[config.mk]
export PLATFORM = sky130hd
export DESIGN_NAME = rank_spare_ctrl
export DESIGN_NICKNAME = d
export VERILOG_FILES = /design/src/rtl/rank_spare_pkg.sv /design/src/rtl/rank_thresh_detect.sv /design/src/rtl/spare_copy_fsm.sv /design/src/rtl/rank_map_table.sv /design/src/rtl/rank_spare_ctrl.sv
export SDC_FILE = /design/constraint.sdc
export NUM_CORES = 1
export LEC_CHECK = 0
export ABC_AREA = 1
export CORE_MARGIN = 3
export CORE_UTILIZATION = 48
export DETAILED_ROUTE_END_ITERATION = 8
export GPL_ROUTABILITY_DRIVEN = 0
export PLACE_DENSITY = 0.92
export RECOVER_POWER = 100
export SYNTH_ARGS = -nofsm -noshare
export SYNTH_HDL_FRONTEND = slang
export SYNTH_SLANG_ARGS = --single-unit
[constraint.sdc]
create_clock -name clk -period 10.7 [get_ports clk]
set_input_delay 3.21 -clock clk [delete_from_list [all_inputs] [get_ports clk]]
set_output_delay 3.21 -clock clk [all_outputs]
set_load 0.01 [all_outputs]
[src/rtl/rank_spare_pkg.sv]
package rank_spare_pkg;
    localparam int NUM_RANKS = 8;
    localparam int RANK_W    = 3;
    localparam int THR_W     = 4;

    typedef logic [RANK_W-1:0] rank_t;
    typedef logic [THR_W-1:0]  thr_t;

    typedef enum logic [1:0] {
        S_IDLE = 2'd0,
        S_COPY = 2'd1,
        S_DONE = 2'd2
    } spare_state_t;
endpackage

[src/rtl/rank_thresh_detect.sv]
module rank_thresh_detect
    import rank_spare_pkg::*;
(
    input  logic [NUM_RANKS*THR_W-1:0] ce_cnt,
    input  logic [NUM_RANKS*THR_W-1:0] ue_cnt,
    input  thr_t                       thresh,
    output logic                       any_hit,
    output logic                       one_hit,
    output rank_t                      hit_rank
);
    logic [NUM_RANKS-1:0] hit;

    generate
        for (genvar r = 0; r < NUM_RANKS; r++) begin : g_rank
            always_comb begin
                hit[r] = (thresh != '0) &&
                         ((ce_cnt[r*THR_W +: THR_W] >= thresh) ||
                          (ue_cnt[r*THR_W +: THR_W] >= thresh));
            end
        end
    endgenerate

    always_comb begin
        int unsigned cnt;
        cnt      = 0;
        hit_rank = '0;
        for (int r = 0; r < NUM_RANKS; r++) begin
            if (hit[r]) begin
                cnt      = cnt + 1;
                hit_rank = rank_t'(r);
            end
        end
        any_hit = (cnt != 0);
        one_hit = (cnt == 1);
    end


    always_comb begin
        zero_thr_chk: assert (thresh != '0 || !any_hit)
            else $error("hit reported with zero threshold");
    end
endmodule

[src/rtl/spare_copy_fsm.sv]
module spare_copy_fsm
    import rank_spare_pkg::*;
#(
    parameter int LAST_LINE = 1023,
    parameter int LINE_W    = 10
) (
    input  logic              clk,
    input  logic              rst_n,
    input  logic              en,
    input  logic              trig,
    input  rank_t             trig_rank,
    input  logic              copy_ack,
    output logic              busy,
    output logic              done,
    output logic              copy_req,
    output logic [LINE_W-1:0] copy_line,
    output rank_t             failed_rank,
    output logic              evt_start,
    output logic              evt_done,
    output logic              remap_go
);
    spare_state_t state, nxt;
    logic [LINE_W-1:0] line_q;
    rank_t             fail_q;
    logic              evt_start_q, evt_done_q;
    logic              last_line;
    logic              start_go;

    assign last_line = (line_q == LINE_W'(LAST_LINE));
    assign start_go  = (state == S_IDLE) && en && trig;
    assign remap_go  = (state == S_COPY) && en && copy_ack && last_line;

    always_comb begin
        nxt = state;
        unique case (state)
            S_IDLE: if (en && trig) nxt = S_COPY;
            S_COPY: begin
                if (!en)                        nxt = S_IDLE;
                else if (copy_ack && last_line) nxt = S_DONE;
            end
            S_DONE: if (!en) nxt = S_IDLE;
            default: nxt = S_IDLE;
        endcase
    end

    always_ff @(posedge clk) begin
        if (!rst_n) state <= S_IDLE;
        else        state <= nxt;
    end

    always_ff @(posedge clk) begin
        if (!rst_n) begin
            line_q      <= '0;
            fail_q      <= '0;
            evt_start_q <= 1'b0;
            evt_done_q  <= 1'b0;
        end else begin
            evt_start_q <= start_go;
            evt_done_q  <= remap_go;
            if (start_go) fail_q <= trig_rank;
            if (state != S_COPY || !en) begin
                line_q <= '0;
            end else if (copy_ack) begin
                line_q <= last_line ? '0 : line_q + 1'b1;
            end
        end
    end

    always_comb begin
        busy        = (state == S_COPY);
        done        = (state == S_DONE);
        copy_req    = (state == S_COPY);
        copy_line   = line_q;
        failed_rank = fail_q;
        evt_start   = evt_start_q;
        evt_done    = evt_done_q;
    end


    start_pulse_chk: assert property (@(posedge clk) disable iff (!rst_n)
        evt_start |-> (busy && !$past(busy)))
        else $error("start pulse outside first busy cycle");


    line_hold_chk: assert property (@(posedge clk) disable iff (!rst_n)
        (copy_req && !copy_ack && en) |=> (copy_line == $past(copy_line)))
        else $error("line moved without acknowledge");


    done_after_busy_chk: assert property (@(posedge clk) disable iff (!rst_n)
        $rose(done) |-> ($past(busy) && evt_done))
        else $error("done set without a finishing copy");


    done_hold_chk: assert property (@(posedge clk) disable iff (!rst_n)
        $fell(done) |-> !$past(en))
        else $error("done cleared while enabled");


    abandon_chk: assert property (@(posedge clk) disable iff (!rst_n)
        (busy && !en) |=> (!busy && copy_line == '0))
        else $error("copy not abandoned on disable");
endmodule

[src/rtl/rank_map_table.sv]
module rank_map_table
    import rank_spare_pkg::*;
#(
    parameter int MAP_ENTRIES = 4,
    parameter int MAP_IDX_W   = 2
) (
    input  logic                          clk,
    input  logic                          rst_n,
    input  logic                          map_wr,
    input  logic [MAP_IDX_W-1:0]          map_idx,
    input  rank_t                         map_wdata,
    input  logic                          remap_go,
    input  rank_t                         old_rank,
    input  rank_t                         new_rank,
    output logic [MAP_ENTRIES*RANK_W-1:0] map_flat
);
    generate
        for (genvar i = 0; i < MAP_ENTRIES; i++) begin : g_ent
            localparam rank_t INIT = rank_t'(i % NUM_RANKS);
            rank_t ent_q;

            always_ff @(posedge clk) begin
                if (!rst_n) begin
                    ent_q <= INIT;
                end else if (remap_go && ent_q == old_rank) begin
                    ent_q <= new_rank;
                end else if (map_wr && map_idx == MAP_IDX_W'(i)) begin
                    ent_q <= map_wdata;
                end
            end

            assign map_flat[i*RANK_W +: RANK_W] = ent_q;


            remap_chk: assert property (@(posedge clk) disable iff (!rst_n)
                (remap_go && ent_q == old_rank) |=> (ent_q == $past(new_rank)))
                else $error("mapping entry not redirected");
        end
    endgenerate
endmodule

[src/rtl/rank_spare_ctrl.sv]
module rank_spare_ctrl
    import rank_spare_pkg::*;
#(
    parameter int  LAST_LINE   = 1023,
    parameter int  MAP_ENTRIES = 4,
    localparam int LINE_W      = (LAST_LINE < 1) ? 1 : $clog2(LAST_LINE + 1),
    localparam int MAP_IDX_W   = (MAP_ENTRIES < 2) ? 1 : $clog2(MAP_ENTRIES)
) (
    input  logic                          clk,
    input  logic                          rst_n,
    input  logic                          cfg_wr,
    input  logic [7:0]                    cfg_wdata,
    output logic [7:0]                    cfg_rdata,
    input  logic [NUM_RANKS*THR_W-1:0]    ce_cnt,
    input  logic [NUM_RANKS*THR_W-1:0]    ue_cnt,
    input  logic                          map_wr,
    input  logic [MAP_IDX_W-1:0]          map_idx,
    input  logic [RANK_W-1:0]             map_wdata,
    output logic [MAP_ENTRIES*RANK_W-1:0] map_flat,
    output logic                          copy_req,
    output logic [RANK_W-1:0]             copy_src,
    output logic [RANK_W-1:0]             copy_dst,
    output logic [LINE_W-1:0]             copy_line,
    input  logic                          copy_ack,
    output logic                          thr_hit,
    output logic                          copy_busy,
    output logic                          failover_done,
    output logic [RANK_W-1:0]             failed_rank,
    output logic                          evt_copy_start,
    output logic                          evt_failover
);
    thr_t  thr_q;
    rank_t spare_q;
    logic  en_q;
    logic  one_hit;
    rank_t hit_rank;
    logic  remap_go;

    always_ff @(posedge clk) begin
        if (!rst_n) begin
            thr_q   <= '0;
            spare_q <= '0;
            en_q    <= 1'b0;
        end else if (cfg_wr) begin
            thr_q <= cfg_wdata[7:4];
            en_q  <= cfg_wdata[0];
            if (!copy_busy) spare_q <= cfg_wdata[3:1];
        end
    end

    assign cfg_rdata = {thr_q, spare_q, en_q};

    rank_thresh_detect u_det (
        .ce_cnt   (ce_cnt),
        .ue_cnt   (ue_cnt),
        .thresh   (thr_q),
        .any_hit  (thr_hit),
        .one_hit  (one_hit),
        .hit_rank (hit_rank)
    );

    spare_copy_fsm #(
        .LAST_LINE (LAST_LINE),
        .LINE_W    (LINE_W)
    ) u_fsm (
        .clk         (clk),
        .rst_n       (rst_n),
        .en          (en_q),
        .trig        (one_hit),
        .trig_rank   (hit_rank),
        .copy_ack    (copy_ack),
        .busy        (copy_busy),
        .done        (failover_done),
        .copy_req    (copy_req),
        .copy_line   (copy_line),
        .failed_rank (failed_rank),
        .evt_start   (evt_copy_start),
        .evt_done    (evt_failover),
        .remap_go    (remap_go)
    );

    assign copy_src = failed_rank;
    assign copy_dst = spare_q;

    rank_map_table #(
        .MAP_ENTRIES (MAP_ENTRIES),
        .MAP_IDX_W   (MAP_IDX_W)
    ) u_map (
        .clk       (clk),
        .rst_n     (rst_n),
        .map_wr    (map_wr),
        .map_idx   (map_idx),
        .map_wdata (map_wdata),
        .remap_go  (remap_go),
        .old_rank  (failed_rank),
        .new_rank  (spare_q),
        .map_flat  (map_flat)
    );


    spare_lock_chk: assert property (@(posedge clk) disable iff (!rst_n)
        (copy_busy && cfg_wr) |=> (cfg_rdata[3:1] == $past(cfg_rdata[3:1])))
        else $error("spare field changed during copy");
endmodule

==> results.cfg, run 1 <==
[placement]
port-buffer-count = 126
post-dp-hpwl_um = 8930
place_ws_ns = -0.763
place_inst = 817

[timing]
max_freq_mhz = 95.4
finalHoldViolCount = 0
layout_min_cycle_time_ns = 10.48
finalCritPeriodShare_pct = 97.9
slew_viol_final = 0
clock_skew_ns = 0.00840
setup_viol = 0
setup_ws_ns = 0.220
slew-limit-headroom_pct = 17.1
tightest_slew_ns = 1.24

[detailed_routing]
vias = 4383
viasPerCell = 5.24
wl_per_cell_um = 13.9
dr.pass1.iters = 4
drcViolationCount = 0
ant_nets = 0
drt-total-wl_um = 11600
first_iter_violations = 182

[worst_setup_path]
path_delay_family = simple AND/OR/NAND/NOR gates
cp_common_cell = nand2_4
cp-end-kind = output pin
crit_start = ue_cnt[0]
cp.required_ns = 7.49
crit_fanout = 4
cp_slowest_cell = ha_1
reg2reg_from = thr_q[0]$_SDFFE_PN0P_
worstSetupPathType = input port to output pin
max_stage_delay_ns = 0.33
crit_arrival_ns = 7.27
critPathBufInv = 7
critPathLaunchType = input port

[pwr]
p_leak_uw = 0.00294
power_density_mw_per_mm2 = 138
switching_share_pct = 43.0
peakVddDrop_v = 0.0000883
p_switching_uw = 348
fin_total_pwr_uw = 810
internal_power_uw = 462
comb_power_share_pct = 68.4
clkPwrFrac_pct = 12.0
p_seq_share_pct = 19.6

[worst_hold_path]
hp-class = flop to flop
worstHoldStart = u_map.g_ent[3].ent_q[2]$_SDFFE_PN0P_

[die]
rows = 32
ioPinCount = 127
coreArea_mm2 = 0.00793
die_x_um = 97.5
start_util_pct = 50.7
die_y_um = 97.5
dieArea_mm2 = 0.00951

[cts]
clk_latency_ns = 0.30
clock-root-buffer = clkbuf_8
tritoncts = done
clkTransAtPathRegs_ns = 0.08
cts.htree.levels = 2
clkSinkCount = 37
cts_buffers = 5
cts_max_path_buffers = 2

[grt]
grt_usage_pct = 23.7
grt_pass1_vias = 4420
grt_pass1_wl_um = 19200
grt-ovfl-total = 0
grt_max_degree = 20
antenna_found_initial = 0

[yosys]
ys_top_cells_by_area = ha_1 23%, dfxtp_1 18%, nand2_1 9.9%, inv_1 9.0%, nor2_1 4.6%
synth_cell_type_count = 40
avgSynthCellArea_um2 = 6.97
yosysWarnings = 0
synth.top_cell.area_share_pct = 22.7
synthCells = 577
syn_nets = 732
synth.cell_area_mm2 = 0.00402
synth_top_cell_by_area = ha_1
ys_ff_latch = 37
synth-seq-area-share_pct = 18.4

[cells_and_area]
fin_cells = 837
fin_util_pct = 73.9
syn_to_final_growth_pct = 45.7
drive_gt1_share_pct = 17.7
final_nets = 889
antenna_cells = 0

[status]
status = finished, final reports clean

[flow_run]
drv_cap = 0
[routing by layer]
layer | wire length, um | share of wire [%] | GRT usage [%] | vias to the layer above
li1 | - | - | - | 2183
met1 | 4590 | 40 | 26.7 | 2002
met2 | 5960 | 51 | 43.7 | 155
met5 | 0 | 0 | 0 | -
met3 | 621 | 5.4 | 3.73 | 43
met4 | 425 | 3.7 | 10.4 | 0
[cells in the mapped netlist]
library cell	number
buf_4	8
o21ai_1	1
o21bai_2	1
a21boi_0	7
nand2_1	106
a21oi_1	24
nor4_1	2
clkinv_1	1
nand3_1	28
o21ai_2	1
nor2_2	2
dfxtp_1	37
nand2_4	7
o21bai_1	1
nand3_4	4
inv_1	96
a21boi_1	1
o211ai_1	3
a31o_2	1
o22ai_1	1
o21a_1	4
buf_1	3
a31oi_1	6
xnor2_1	14
or2_2	1
nand4_1	8
a311oi_1	3
nor2_4	3
clkbuf_1	2
o21ai_0	25
o2111ai_1	3
nand2_2	16
nand3b_1	1
nand3_2	9
ha_1	73
nor2_1	49
xor2_1	2
inv_2	11
a21oi_2	1
nor3_1	11
[final cells by class]
cell class | count | area (um^2)
Clock buffer | 5 | 68.8
Clock inverter | 3 | 17.5
Fill cell | 541 | 2070
Inverter | 108 | 405
Multi-Input combinational cell | 419 | 2940
Sequential cell | 37 | 741
Tap cell | 102 | 128
Timing Repair Buffer | 163 | 1560
[flip-flops by register name, indices dropped and copies added (netlist names)]
signal             flops
u_fsm.evt_start        1
u_fsm.state            2
copy_dst               3
thr_q                  4
u_fsm.failed_rank      3
u_fsm.copy_line       10
u_fsm.evt_done         1
u_map.g_ent.ent_q     12
en_q                   1
[path summary, 6_finish.rpt]
path / to / slack (ns) / cells past startpoint
worst max-delay path: thr_hit / 0.22 / 35
worst min-delay path: u_map.g_ent[3].ent_q[2]$_SDFFE_PN0P_ / 0.51 / 2
worst max register to register: u_fsm.failed_rank[2]$_SDFFE_PN0P_ / 4.76 / 38
worst min register to register: u_map.g_ent[3].ent_q[2]$_SDFFE_PN0P_ / 0.51 / 2
[what timing repair did]
item	4_1_cts	5_1_grt
resized for setup	35	31
setup endpoints to repair	1	1
pin swaps	29	35
hold buffers	0	0
buffers inserted	9	4
[power by group through the flow]
stage / clock network, uW / registers [uW] / logic [uW]
global placement: 0 / 162 / 411
floorplan: 0 / 159 / 278
CTS: 98.0 / 159 / 516
finish: 97.2 / 159 / 554
detailed placement: 0 / 162 / 436
global route: 104 / 160 / 607
[metrics by stage]
| step | TNS, ns | cell area [um^2] | hold slack [ns] |
|---|---|---|---|
| 2_1_floorplan | 0 | 4020 | 0.478 |
| 3_3_place_gp | -0.456 | 5520 | 0.488 |
| 3_5_place_dp | -0.763 | 5520 | 0.504 |
| 4_1_cts | 0 | 5770 | 0.516 |
| 5_1_grt | -0.0734 | 5860 | 0.536 |
| 6_report | 0 | 5860 | 0.512 |
[tightest hold or removal path, cell delays in order, from the launching register on]
cell and delay, ns:
dfxtp_1 0.33, nand2_1 0.07, a31oi_1 0.06
[layout by cell type (no fill, tap or decap), types with 3 or more instances in the layout]
master,synthesis,layout
a311oi_1,3,3
ha_1,73,68
inv_1,96,88
nand3_4,4,5
dlygate4sd3_1,0,46
a21boi_1,1,3
ha_4,0,5
a31oi_1,6,5
nand2_1,106,100
nand4_1,8,8
a21oi_1,24,23
nand2_4,7,12
dlymetal6s2s_1,0,9
o21ai_1,1,7
clkdlybuf4s50_1,0,69
nor2_1,49,48
nand2_2,16,17
clkbuf_8,0,5
buf_4,8,34
nand3_2,9,9
o21ai_2,1,4
nand3_1,28,27
nor2_2,2,3
o21a_1,4,4
a21boi_0,7,5
nor2_4,3,3
dfxtp_1,37,37
nor3_1,11,11
o211ai_1,3,3
xnor2_1,14,13
o21ai_0,25,16
inv_2,11,19
o2111ai_1,3,3
[logic make-up after synthesis]
logic type,after synthesis,synth area share (%)
AOI/OAI and AO/OA,83,12.5
xor gates and xnor gates,16,3.48
adders and majority gates,73,22.7
buffers and inverters,121,12.0
and+or+nand+nor,247,30.8
DFF,37,18.4
No activity file was read; power rests on OpenSTA's default activity.
==> run 2, diff against run 1 <==
ABC_AREA = 0   (was 1)
CORE_UTILIZATION = 38   (was 48)
PLACE_DENSITY = 0.78   (was 0.92)
==> results.cfg, run 2 <==
[grt]
gr-usage-met1_pct = 21.1
grt_pass1_wl_um = 18400
grt_max_degree = 17
grt_pass1_vias = 4028
grt.met2_usage_pct = 38.7
use_met3_pct = 2.83
grt-ovfl-total = 0
gr-max-usage-layer = met2
antenna_found_initial = 0
grt_usage_pct = 19.4

[yosys]
yosysWarnings = 0
synth_edf_count = 0
synth_mux_area_share_pct = 6.62
avgSynthCellArea_um2 = 8.49
ys_ff_latch = 37
synth.cell_area_mm2 = 0.00385
synth_simple_gate_area_share_pct = 20.9
ys_top_cells_by_area = ha_1 24%, dfxtp_1 19%, mux2i_1 6.0%, xnor2_1 5.0%, nor2_1 4.7%
synth_top_family_by_area = adder cells
synth-xor-area-share_pct = 8.05
synthAdderAreaFrac_pct = 23.7
synth_compound_area_share_pct = 16.5
synth_commonest_cells = 73 x ha_1, 48 x nor2_1, 37 x dfxtp_1
async_flop_share_pct = 0
synth.most_common_cell = ha_1
synth.top_cell.area_share_pct = 23.7
synth_top_cell_by_area = ha_1
synth_cell_type_count = 63
ys.flop_type = dfxtp_1
synth-seq-area-share_pct = 19.2
syn_nets = 609
synthCells = 454

[cells_and_area]
syn_to_final_growth_pct = 58.9
mostFrequentLayoutCells = 66 x clkdlybuf4s50_1, 57 x ha_1, 50 x buf_4
fin_cells = 759
drive_gt1_share_pct = 22.4
largest-register = u_map.g_ent.ent_q
final_common_cell = clkdlybuf4s50_1
final_nets = 780
fill_cells = 829
largest_reg_flops = 12
antenna_cells = 0

[worst_setup_path]
crit_fanout = 3
crit_arrival_ns = 7.64
critPathLaunchType = input port
worstSetupPathType = input port to output pin
cp-end-kind = output pin
cp.required_ns = 7.49

[timing]
slew-limit-headroom_pct = 48.8
finalSetupTns_ns = -0.149
layout_min_cycle_time_ns = 10.85
finalCritPeriodShare_pct = 101
rsz0062_at_grt = true
clock_skew_ns = 0.00960
setup_ws_ns = -0.149
tightest_slew_ns = 0.762
slew_viol_final = 0
finalHoldViolCount = 0
max_freq_mhz = 92.2
setup_viol = 1

[cts]
clkTransAtPathRegs_ns = 0.07
cts_hold_buf = 0
clk_latency_ns = 0.29
clkSinkCount = 37
tritoncts = done
cts_max_path_buffers = 2
cts.htree.levels = 2
cts_buffers = 5
clock-root-buffer = clkbuf_8

[die]
ioPinCount = 127
die_y_um = 107
rows = 36
start_util_pct = 39.3
coreArea_mm2 = 0.00982
dieArea_mm2 = 0.0114
die_x_um = 107

[pwr]
internal_power_uw = 573
power_density_mw_per_mm2 = 145
comb_power_share_pct = 66.2
clkPwrFrac_pct = 16.3
switching_share_pct = 35.7
peakVddDrop_v = 0.0000804
p_switching_uw = 318
p_leak_uw = 0.00267
p_seq_share_pct = 17.5

[placement]
port-buffer-count = 126
place_ws_ns = -1.13
post-dp-hpwl_um = 8940
place_inst = 736

[flow_run]
drv_cap = 0

[detailed_routing]
viasPerCell = 5.27
first_iter_violations = 125
wl_per_cell_um = 15.4
drt-total-wl_um = 11700
vias = 4001
ant_nets = 0
drcViolationCount = 0
dr.pass1.iters = 4

[worst_hold_path]
hp-class = flop to flop

[status]
status = finished, violations left
violations = negative setup slack
-- run 2: worst paths after layout --
path	depth (start not counted)	to	slack (ns)	from
setup / recovery	26	thr_hit	-0.15	ue_cnt[8]
hold / removal	2	u_fsm.copy_line[1]$_SDFFE_PP0P_	0.53	u_fsm.copy_line[1]$_SDFFE_PP0P_
setup reg to reg	31	u_fsm.failed_rank[0]$_SDFFE_PN0P_	4.80	thr_q[0]$_SDFFE_PN0P_
hold reg to reg	2	u_fsm.copy_line[1]$_SDFFE_PP0P_	0.53	u_fsm.copy_line[1]$_SDFFE_PP0P_
-- run 2: logic make-up after synthesis --
kind of cell,count (synthesis)
compound gates,85
xor+xnor,32
fa+ha+maj,73
buf+inv,43
flops,37
mux,25
simple gates,159
-- run 2: cell type report --
type	instances	area, um^2	share of cell area [%]
clock buffer	5	68.8	1.12
clock inverter	3	68.8	1.12
inverter	27	109	1.78
multi-input combinational	374	3300	53.8
sequential	37	741	12.1
tap	133	166	2.72
timing repair buffer	180	1680	27.4
-- run 2: power by group through the flow --
stage,combinational [uW],clock (uW),sequential [uW]
final,590,145,156
after global routing,637,152,157
after CTS,526,147,156
after detailed placement,415,0,159
after global placement,401,0,159
after floorplan,239,0,156
-- run 2: critical path, stage by stage --
cell and delay (ns):
clkdlybuf4s50_1 0.45, inv_1 0.04, ha_1 0.26, nand2b_1 0.16
a21oi_2 0.15, o22a_2 0.23, buf_12 0.11, a21boi_4 0.05
o21a_1 0.19, o31ai_1 0.30, buf_4 0.18, ha_4 0.19
mux2_4 0.29, ha_4 0.25, nand2_4 0.07, nand2_4 0.05
ha_4 0.28, nor2_4 0.04, a31oi_4 0.16, ha_2 0.20
inv_2 0.05, xnor2_2 0.16, nand3b_1 0.16, mux2i_4 0.22
nand2b_4 0.07, buf_6 0.11
-- run 2: per-stage QoR --
stage	hold WS (ns)	utilization [%]	power, uW	area [um^2]
2_1_floorplan	0.457	-	394	3850
3_3_place_gp	0.498	55.8	559	5480
3_5_place_dp	0.527	55.8	574	5480
4_1_cts	0.537	60.1	829	5900
5_1_grt	0.567	62.4	946	6130
6_report	0.530	62.4	891	6130
-- run 2: what timing repair did --
item,in CTS,in global routing
gates resized for setup,78,34
gates cloned,0,0
endpoints found under the hold margin,0,0
buffers inserted,10,5
pin swaps,39,38
setup endpoints to repair,1,1
-- run 2: routing by layer --
layer,part of all wire (%),vias up,wire length [um]
met4,2.3,0,270
met3,5.3,27,622
met2,53,127,6200
met5,0,-,0
li1,-,1965,-
met1,39,1882,4610
